[src/rtl/tls_pkg.sv]
package tls_pkg;

    localparam int BYTE_W = 8;
    localparam int CNT_W  = $clog2(BYTE_W);

    typedef enum logic [3:0] {
        S_IDLE, S_ADDR, S_ADDR_ACK, S_REG, S_REG_ACK,
        S_WR, S_WR_ACK, S_RD, S_RD_ACK, S_SKIP
    } frame_st_t;

    typedef struct packed {
        logic scl_lvl;
        logic sda_lvl;
        logic scl_rise;
        logic scl_fall;
        logic start_c;
        logic stop_c;
    } bus_ev_t;

    function automatic logic dev_hit(input logic [BYTE_W-1:0] b,
                                     input logic [6:0] dev);
        return b[BYTE_W-1:1] == dev;
    endfunction

endpackage

[src/rtl/tls_line_sync.sv]
module tls_line_sync
    import tls_pkg::*;
#(
    parameter int STAGES = 2
) (
    input  logic    clk,
    input  logic    rst,
    input  logic    scl_i,
    input  logic    sda_i,
    output bus_ev_t ev
);
    localparam int LINES = 2;

    logic [LINES-1:0] raw, lvl, prv;
    assign raw = {scl_i, sda_i};

    for (genvar g = 0; g < LINES; g++) begin : g_line
        logic [STAGES:0] chain;
        always_ff @(posedge clk) begin
            if (rst) chain <= '1;
            else     chain <= {chain[STAGES-1:0], raw[g]};
        end
        assign lvl[g] = chain[STAGES-1];
        assign prv[g] = chain[STAGES];
    end

    always_comb begin
        ev.scl_lvl  = lvl[1];
        ev.sda_lvl  = lvl[0];
        ev.scl_rise = lvl[1] & ~prv[1];
        ev.scl_fall = ~lvl[1] & prv[1];
        ev.start_c  = lvl[1] & prv[1] & prv[0] & ~lvl[0];
        ev.stop_c   = lvl[1] & prv[1] & ~prv[0] & lvl[0];
    end
endmodule

[src/rtl/tls_frame_fsm.sv]
module tls_frame_fsm
    import tls_pkg::*;
#(
    parameter logic [6:0] DEV_ADDR = 7'b1101001
) (
    input  logic              clk,
    input  logic              rst,
    input  logic              sda_lvl,
    input  logic              scl_rise,
    input  logic              scl_fall,
    input  logic              start_c,
    input  logic              stop_c,
    input  logic [BYTE_W-1:0] rd_data,
    output logic [BYTE_W-1:0] rd_addr,
    output logic              wr_en,
    output logic [BYTE_W-1:0] wr_addr,
    output logic [BYTE_W-1:0] wr_data,
    output logic              sda_oe,
    output frame_st_t         state_o
);
    localparam logic [CNT_W-1:0] LAST = CNT_W'(BYTE_W - 1);

    frame_st_t         st;
    logic [CNT_W-1:0]  cnt;
    logic [BYTE_W-1:0] shreg, ptr, nb;
    logic              ack_on, is_rd;

    assign nb      = {shreg[BYTE_W-2:0], sda_lvl};
    assign rd_addr = ptr;
    assign state_o = st;

    always_ff @(posedge clk) begin
        if (rst) begin
            st <= S_IDLE;  cnt <= '0;  shreg <= '0;  ptr <= '0;
            sda_oe <= 1'b0;  ack_on <= 1'b0;  is_rd <= 1'b0;
            wr_en <= 1'b0;  wr_addr <= '0;  wr_data <= '0;
        end else begin
            wr_en <= 1'b0;
            if (start_c) begin
                st <= S_ADDR;  cnt <= '0;  sda_oe <= 1'b0;  ack_on <= 1'b0;
            end else if (stop_c) begin
                st <= S_IDLE;  sda_oe <= 1'b0;  ack_on <= 1'b0;
            end else begin
                case (st)
                    S_ADDR, S_REG, S_WR: if (scl_rise) begin
                        shreg <= nb;
                        cnt   <= cnt + 1'b1;
                        if (cnt == LAST) begin
                            if (st == S_ADDR) begin
                                if (dev_hit(nb, DEV_ADDR)) begin
                                    is_rd <= nb[0];
                                    st    <= S_ADDR_ACK;
                                end else begin
                                    st <= S_SKIP;
                                end
                            end else if (st == S_REG) begin
                                ptr <= nb;
                                st  <= S_REG_ACK;
                            end else begin
                                wr_en   <= 1'b1;
                                wr_addr <= ptr;
                                wr_data <= nb;
                                ptr     <= ptr + 1'b1;
                                st      <= S_WR_ACK;
                            end
                        end
                    end
                    S_ADDR_ACK, S_REG_ACK, S_WR_ACK: if (scl_fall) begin
                        if (!ack_on) begin
                            sda_oe <= 1'b1;
                            ack_on <= 1'b1;
                        end else begin
                            ack_on <= 1'b0;
                            cnt    <= '0;
                            if (st == S_ADDR_ACK && is_rd) begin
                                shreg  <= rd_data;
                                sda_oe <= ~rd_data[BYTE_W-1];
                                ptr    <= ptr + 1'b1;
                                st     <= S_RD;
                            end else begin
                                sda_oe <= 1'b0;
                                st     <= (st == S_ADDR_ACK) ? S_REG : S_WR;
                            end
                        end
                    end
                    S_RD: if (scl_fall) begin
                        if (cnt == LAST) begin
                            sda_oe <= 1'b0;
                            cnt    <= '0;
                            st     <= S_RD_ACK;
                        end else begin
                            shreg  <= shreg << 1;
                            sda_oe <= ~shreg[BYTE_W-2];
                            cnt    <= cnt + 1'b1;
                        end
                    end
                    S_RD_ACK: begin
                        if (scl_rise && sda_lvl) begin
                            st <= S_SKIP;
                        end else if (scl_fall) begin
                            shreg  <= rd_data;
                            sda_oe <= ~rd_data[BYTE_W-1];
                            ptr    <= ptr + 1'b1;
                            st     <= S_RD;
                        end
                    end
                    default: ;
                endcase
            end
        end
    end
endmodule

[src/rtl/tls_regs.sv]
module tls_regs
    import tls_pkg::*;
#(
    parameter logic [BYTE_W-1:0] TRIM_ADDR  = 8'h13,
    parameter logic [BYTE_W-1:0] TRIM_RESET = 8'h80
) (
    input  logic              clk,
    input  logic              rst,
    input  logic              wr_en,
    input  logic [BYTE_W-1:0] wr_addr,
    input  logic [BYTE_W-1:0] wr_data,
    input  logic [BYTE_W-1:0] rd_addr,
    output logic [BYTE_W-1:0] rd_data,
    output logic [BYTE_W-1:0] trim_code,
    output logic              trim_update
);
    always_ff @(posedge clk) begin
        if (rst) begin
            trim_code   <= TRIM_RESET;
            trim_update <= 1'b0;
        end else begin
            trim_update <= 1'b0;
            if (wr_en && wr_addr == TRIM_ADDR) begin
                trim_code   <= wr_data;
                trim_update <= 1'b1;
            end
        end
    end

    assign rd_data = (rd_addr == TRIM_ADDR) ? trim_code : '0;
endmodule

[src/rtl/trim_link_slave.sv]
module trim_link_slave
    import tls_pkg::*;
#(
    parameter logic [6:0]        DEV_ADDR    = 7'b1101001,
    parameter logic [BYTE_W-1:0] TRIM_ADDR   = 8'h13,
    parameter logic [BYTE_W-1:0] TRIM_RESET  = 8'h80,
    parameter int                SYNC_STAGES = 2
) (
    input  logic       clk,
    input  logic       rst,
    input  logic       scl_i,
    input  logic       sda_i,
    output logic       sda_oe,
    output logic [7:0] trim_code,
    output logic       trim_update
);
    bus_ev_t           ev;
    frame_st_t         st;
    logic              wr_en;
    logic [BYTE_W-1:0] wr_addr, wr_data, rd_addr, rd_data;

    tls_line_sync #(.STAGES(SYNC_STAGES)) u_sync (
        .clk(clk), .rst(rst), .scl_i(scl_i), .sda_i(sda_i), .ev(ev)
    );

    tls_frame_fsm #(.DEV_ADDR(DEV_ADDR)) u_fsm (
        .clk(clk), .rst(rst),
        .sda_lvl(ev.sda_lvl), .scl_rise(ev.scl_rise), .scl_fall(ev.scl_fall),
        .start_c(ev.start_c), .stop_c(ev.stop_c),
        .rd_data(rd_data), .rd_addr(rd_addr),
        .wr_en(wr_en), .wr_addr(wr_addr), .wr_data(wr_data),
        .sda_oe(sda_oe), .state_o(st)
    );

    tls_regs #(.TRIM_ADDR(TRIM_ADDR), .TRIM_RESET(TRIM_RESET)) u_regs (
        .clk(clk), .rst(rst),
        .wr_en(wr_en), .wr_addr(wr_addr), .wr_data(wr_data),
        .rd_addr(rd_addr), .rd_data(rd_data),
        .trim_code(trim_code), .trim_update(trim_update)
    );
endmodule

[config.mk]
export PLATFORM = sky130hd
export DESIGN_NAME = trim_link_slave
export DESIGN_NICKNAME = d
export VERILOG_FILES = /design/src/rtl/tls_pkg.sv /design/src/rtl/tls_line_sync.sv /design/src/rtl/tls_frame_fsm.sv /design/src/rtl/tls_regs.sv /design/src/rtl/trim_link_slave.sv
export SDC_FILE = /design/constraint.sdc
export NUM_CORES = 1
export LEC_CHECK = 0
export CAP_MARGIN = 20
export CORE_MARGIN = 5
export CORE_UTILIZATION = 35
export CTS_CLUSTER_SIZE = 25
export DETAILED_ROUTE_END_ITERATION = 7
export HOLD_SLACK_MARGIN = 0.08
export SYNTH_ARGS = -nofsm -noshare
export SYNTH_HDL_FRONTEND = slang
export SYNTH_HIERARCHICAL = 1
export SYNTH_SLANG_ARGS = --single-unit
[constraint.sdc]
create_clock -name clk -period 2.1 [get_ports clk]
set_clock_uncertainty 0.2 [all_clocks]
set_input_delay 0.42 -clock clk [delete_from_list [all_inputs] [get_ports clk]]
set_output_delay 0.42 -clock clk [all_outputs]
set_load 0.005 [all_outputs]
After elaboration in Yosys (flattened, before gate mapping)
Cells that the tools add are included.
- output and inout bits: 10
- flip-flop bits (word level): 57
- bits of input ports: 4
- equality and inequality tests: 31
- multiplexer cells: 53
- add/sub/neg operators: 2
- bitwise logic cells: 20
- reductions and logical operators: 22
- operators with widths (operator ; number):
    $mux W8 ; 10
    $mux W7 ; 8
    $mux W4 ; 11
    $pmux W7 S4 ; 1
    $ne A4 B1 Y1 const B ; 6
    $pmux W8 S3 ; 1
    $reduce_and A11 Y1 ; 2
    $mux W3 ; 6
    $eq A4 B3 Y1 const B ; 4
    $eq A8 B5 Y1 const B ; 2
    $ne A2 B1 Y1 const B ; 8
    $pmux W4 S4 ; 1
    $reduce_and A8 Y1 ; 2
    $reduce_and A7 Y1 ; 2
    $not A1 Y1 ; 13
    $mux W1 ; 12
    $pmux W3 S3 ; 1
    $reduce_bool A3 Y1 ; 3
    $reduce_or A3 Y1 ; 3
    $add A8 B1 Y8 const B ; 1
    $eq A4 B2 Y1 const B ; 2
    $and A1 B1 Y1 ; 7
    $eq A7 B7 Y1 const B ; 1
    $reduce_or A7 Y1 ; 1
    other kinds (16) ; 20

Logic depth before layout (Yosys ltp)
Gate-level depths: netlist of run 1.
- word-level depth: 8
- mapped depth: 8

Cells and area by module
The synthesis of run 1 kept the hierarchy.
- by module, submodules not included (module ; area each (um2) ; times used ; cells an instance):
    tls_frame_fsm ; 2459.9 ; 1 ; 293
    tls_regs ; 494.2 ; 1 ; 50
    tls_line_sync ; 205.2 ; 1 ; 18

Worst setup path before layout of run 1
No wires, ideal clock.
- path kind: register -> register
- start: reg u_sync.g_line[1].chain[1]
- end: reg u_fsm.wr_addr[0]
- stages on the path, launching flop included: 8
- setup time: 0.128 ns
- data arrival time: 1.626 ns
- buffers on the path: 1
- slack: 0.146 ns
- path through: dfxtp_1 > and4b_1 > nor2_1 > and4_1 > nand2_2 > buf_2 > mux2i_1 > nor2_1
- RTL lines (element ; RTL line ; source):
    start, declared ; tls_line_sync.sv:18 ; logic [STAGES:0] chain;
    start signal, assigned ; tls_line_sync.sv:21 ; else chain <= {chain[STAGES-1:0], raw[g]};
    end signal, assigned ; tls_frame_fsm.sv:61 ; wr_addr <= ptr;
    end, declared ; tls_frame_fsm.sv:16 ; output logic [BYTE_W-1:0] wr_addr,

Final worst setup path of run 1
- start: reg u_fsm.ptr[7], in the netlist u_fsm/rd_addr[7]
- end: reg u_fsm.shreg[0]
- cells in the longest elaborated chain, start to end: 6
- ends and longest elaborated chain (element ; RTL line ; source):
    start, declared ; tls_frame_fsm.sv:25 ; logic [BYTE_W-1:0] shreg, ptr, nb;
    start signal, assigned ; tls_frame_fsm.sv:57 ; ptr <= nb;
    start signal, assigned ; tls_frame_fsm.sv:63 ; ptr <= ptr + 1'b1;
    start signal, assigned ; tls_frame_fsm.sv:78 ; ptr <= ptr + 1'b1;
    $eq A8 B5 Y1 (*) ; tls_regs.sv:30 ; assign rd_data = (rd_addr == TRIM_ADDR) ? trim_code : '0;
    $mux W8 (*) ; tls_regs.sv:30 ;
    net rd_data[0] ; trim_link_slave.sv:20 ; logic [BYTE_W-1:0] wr_addr, wr_data, rd_addr, rd_data;
    $mux W7 ; tls_frame_fsm.sv:75 ; if (st == S_ADDR_ACK && is_rd) begin
    $mux W7 ; tls_frame_fsm.sv:69 ; if (!ack_on) begin
    $mux W7 ; tls_frame_fsm.sv:68 ; S_ADDR_ACK, S_REG_ACK, S_WR_ACK: if (scl_fall) begin
    $pmux W7 S4 (*) ; tls_frame_fsm.sv:44 ; case (st)
    end signal, assigned ; tls_frame_fsm.sv:46 ; shreg <= nb;
    end signal, assigned ; tls_frame_fsm.sv:76 ; shreg <= rd_data;
    end signal, assigned ; tls_frame_fsm.sv:92 ; shreg <= shreg << 1;
    end, declared ; tls_frame_fsm.sv:25 ;
The timed path passes the listed nets; every way through them passes the cells marked *. The select of a mux whose other input is x is not followed.
A chain may end at the register's enable or synchronous reset.

==> results of run 1 <==
-- flip-flops by register name (all words and copies together) (netlist names) --
register / cells
u_regs/trim_code: 8
u_fsm/sda_oe: 1
u_fsm/ack_on: 1
u_fsm/shreg: 7
u_fsm/wr_en: 1
u_fsm/wr_data: 8
u_regs/trim_update: 1
u_sync/g_line.chain: 6
u_fsm/is_rd: 1
u_fsm/state_o: 4
u_fsm/rd_addr: 8
u_fsm/wr_addr: 8
u_fsm/cnt: 3
-- per-layer routing --
metal  share of wire [%]  global-route usage, %
met5                   0                      0
met4                 2.5                   7.49
met3                 3.7                   2.22
met2                  47                   24.7
met1                  47                   20.6
-- timing repair --
action | CTS | global route
setup endpoints to repair | 16 | 18
cloned | 0 | 1
resized for setup | 5 | 35
setup buffers | 0 | 4
pin swaps | 1 | 8
-- cell type report --
class,count,area (um2)
Tap cell,108,135
Multi-Input combinational cell,273,2000
Inverter,9,33.8
Clock buffer,11,131
Fill cell,870,4610
Sequential cell,57,1150
Clock inverter,5,78.8
Timing Repair Buffer,72,617
-- through the flow --
stage / setup TNS (ns) / worst slack (ns) / total power, mW
final: 0 / 0.0357 / 4.55
after global routing: -0.156 / -0.0856 / 4.77
after CTS: 0 / 0.00787 / 4.33
after detailed placement: -0.733 / -0.125 / 3.16
after global placement: -0.648 / -0.131 / 3.17
after floorplan: 0 / 0.160 / 2.39
-- path summary, 6_finish.rpt --
kind | start | slack (ns) | end | depth (start not counted)
hold reg to reg | u_sync/g_line[1].chain[0] | 0.20 | u_sync/g_line[1].chain[1] | 1
hold / removal | u_sync/g_line[1].chain[0] | 0.20 | u_sync/g_line[1].chain[1] | 1
setup reg to reg | u_fsm/rd_addr[7] | 0.04 | u_fsm/shreg[0] | 7
setup / recovery | u_fsm/rd_addr[7] | 0.04 | u_fsm/shreg[0] | 7
-- cell usage in the layout, fill, tap and decap left out, types with 4 or more instances in the layout --
| master | count |
|---|---|
| nor4_1 | 6 |
| dfxtp_2 | 6 |
| nor3_1 | 6 |
| clkdlybuf4s50_1 | 12 |
| nor2_1 | 35 |
| or2_1 | 6 |
| nand2b_1 | 16 |
| mux2i_1 | 35 |
| a21oi_1 | 17 |
| buf_4 | 54 |
| inv_1 | 9 |
| clkbuf_8 | 9 |
| o21ai_0 | 5 |
| nor2b_1 | 8 |
| and2_1 | 8 |
| nand2_1 | 19 |
| or3_1 | 4 |
| dfxtp_1 | 50 |
| nand3_1 | 7 |
| a31oi_1 | 10 |
| a211oi_1 | 8 |
-- power by group through the flow --
stage	combinational (mW)	clock, mW	sequential [mW]
global placement	1.83	0	1.34
detailed placement	1.82	0	1.34
CTS	1.86	1.15	1.32
floorplan	1.10	0	1.29
finish	2.10	1.12	1.33
global route	2.23	1.19	1.35
==> out/qor.csv, run 1 <==
metric,value,unit
status,finished clean,
dpl_cell_area,3750,um2
p_switching,1.72,mW
avgSynthCellArea,8.75,um2
fin_crit,2.06,ns
critPathLaunchType,register,
drt_wl_total,8830,um
fin_nets,429,
critPathKind,register to register,
clkTransAtPathRegs,0.07,ns
rsz0062_at_grt,yes,
cts-root-buf,clkbuf_8,
timing.final.crit_share,98.3,%
grt_usage,15.5,%
clockPowerShare,24.6,%
hold_violations,0,
numCtsBuffers,9,
ys_warn_count,6,
drt.antenna.violating_nets,0,
syn_area,3150,um2
cp_max_fo,8,
cp-end-kind,register,
layout-drive-gt1-share,28.1,%
worstHoldPathType,register to register,
syn_to_final_growth,31.7,%
syn-instance-count,360,
place.gp.congestion,0.959,
grt_pass1_wl,14000,um
seq_power_share,29.3,%
wl_per_cell,16.5,um
slew_viol_final,0,
cp_top_family,simple AND/OR/NAND/NOR gates,
post-route-util,47.4,%
crit_chain,or4_4 > nor2_4 > and2_4 > a22oi_1 > o21ai_1 > a21oi_2 > o31ai_1,
arrival,2.12,ns
via_count,3013,
start_util,36.0,%
diodes,0,
leakage,1.63,nW
cts_tree,yes,
io_buffers,13,
dp.cells,514,
drt_iter0_drc,206,
num_rows,34,
chipHeight,105,um
stdcell_count,535,
drc,0,
fp.dieArea,11000,um2
h-tree-depth,3,
worst_pin_slew,0.528,ns
die_x,105,um
post-dp-hpwl,6320,um
postCtsHoldBufs,0,
mappedNetlistNets,367,
timing.slew.headroom,64.5,%
pwr-share-comb,46.1,%
fin_area,4150,um2
overflow,0,
firstDrtPassIters,4,
swShare,37.9,%
grt_pass1_vias,2862,
num_io_pins,14,
antenna_found_initial,0,
slowest_stage,or4_4,
setup_viol,0,
ir_drop,0.555,mV
required,2.15,ns
clockBufferDepth,2,
cap_violations,0,
viasPerCell,5.63,
fmax,484,MHz
powerDensity,1100,nW/um2
clock-sinks,57,
grt_max_degree,23,
core_area,8760,um2
cpPeakStageDelay,0.55,ns
intPower,2.83,mW
cp_num_buf_inv,0,
worstSkewPairLatency,0.34,ns
hold_slack,0.204,ns
(Power assumes the default switching activity.)
==> run 2, diff against run 1 <==
--- a/config.mk
+++ b/config.mk
@@ -8,6 +8,7 @@
 export CAP_MARGIN = 20
 export CORE_MARGIN = 5
 export CORE_UTILIZATION = 35
+export CTS_CLUSTER_DIAMETER = 80
 export CTS_CLUSTER_SIZE = 25
 export DETAILED_ROUTE_END_ITERATION = 7
 export HOLD_SLACK_MARGIN = 0.08
==> results of run 2 <==
Final layout, timing and power as in run 1 (identical DEF).
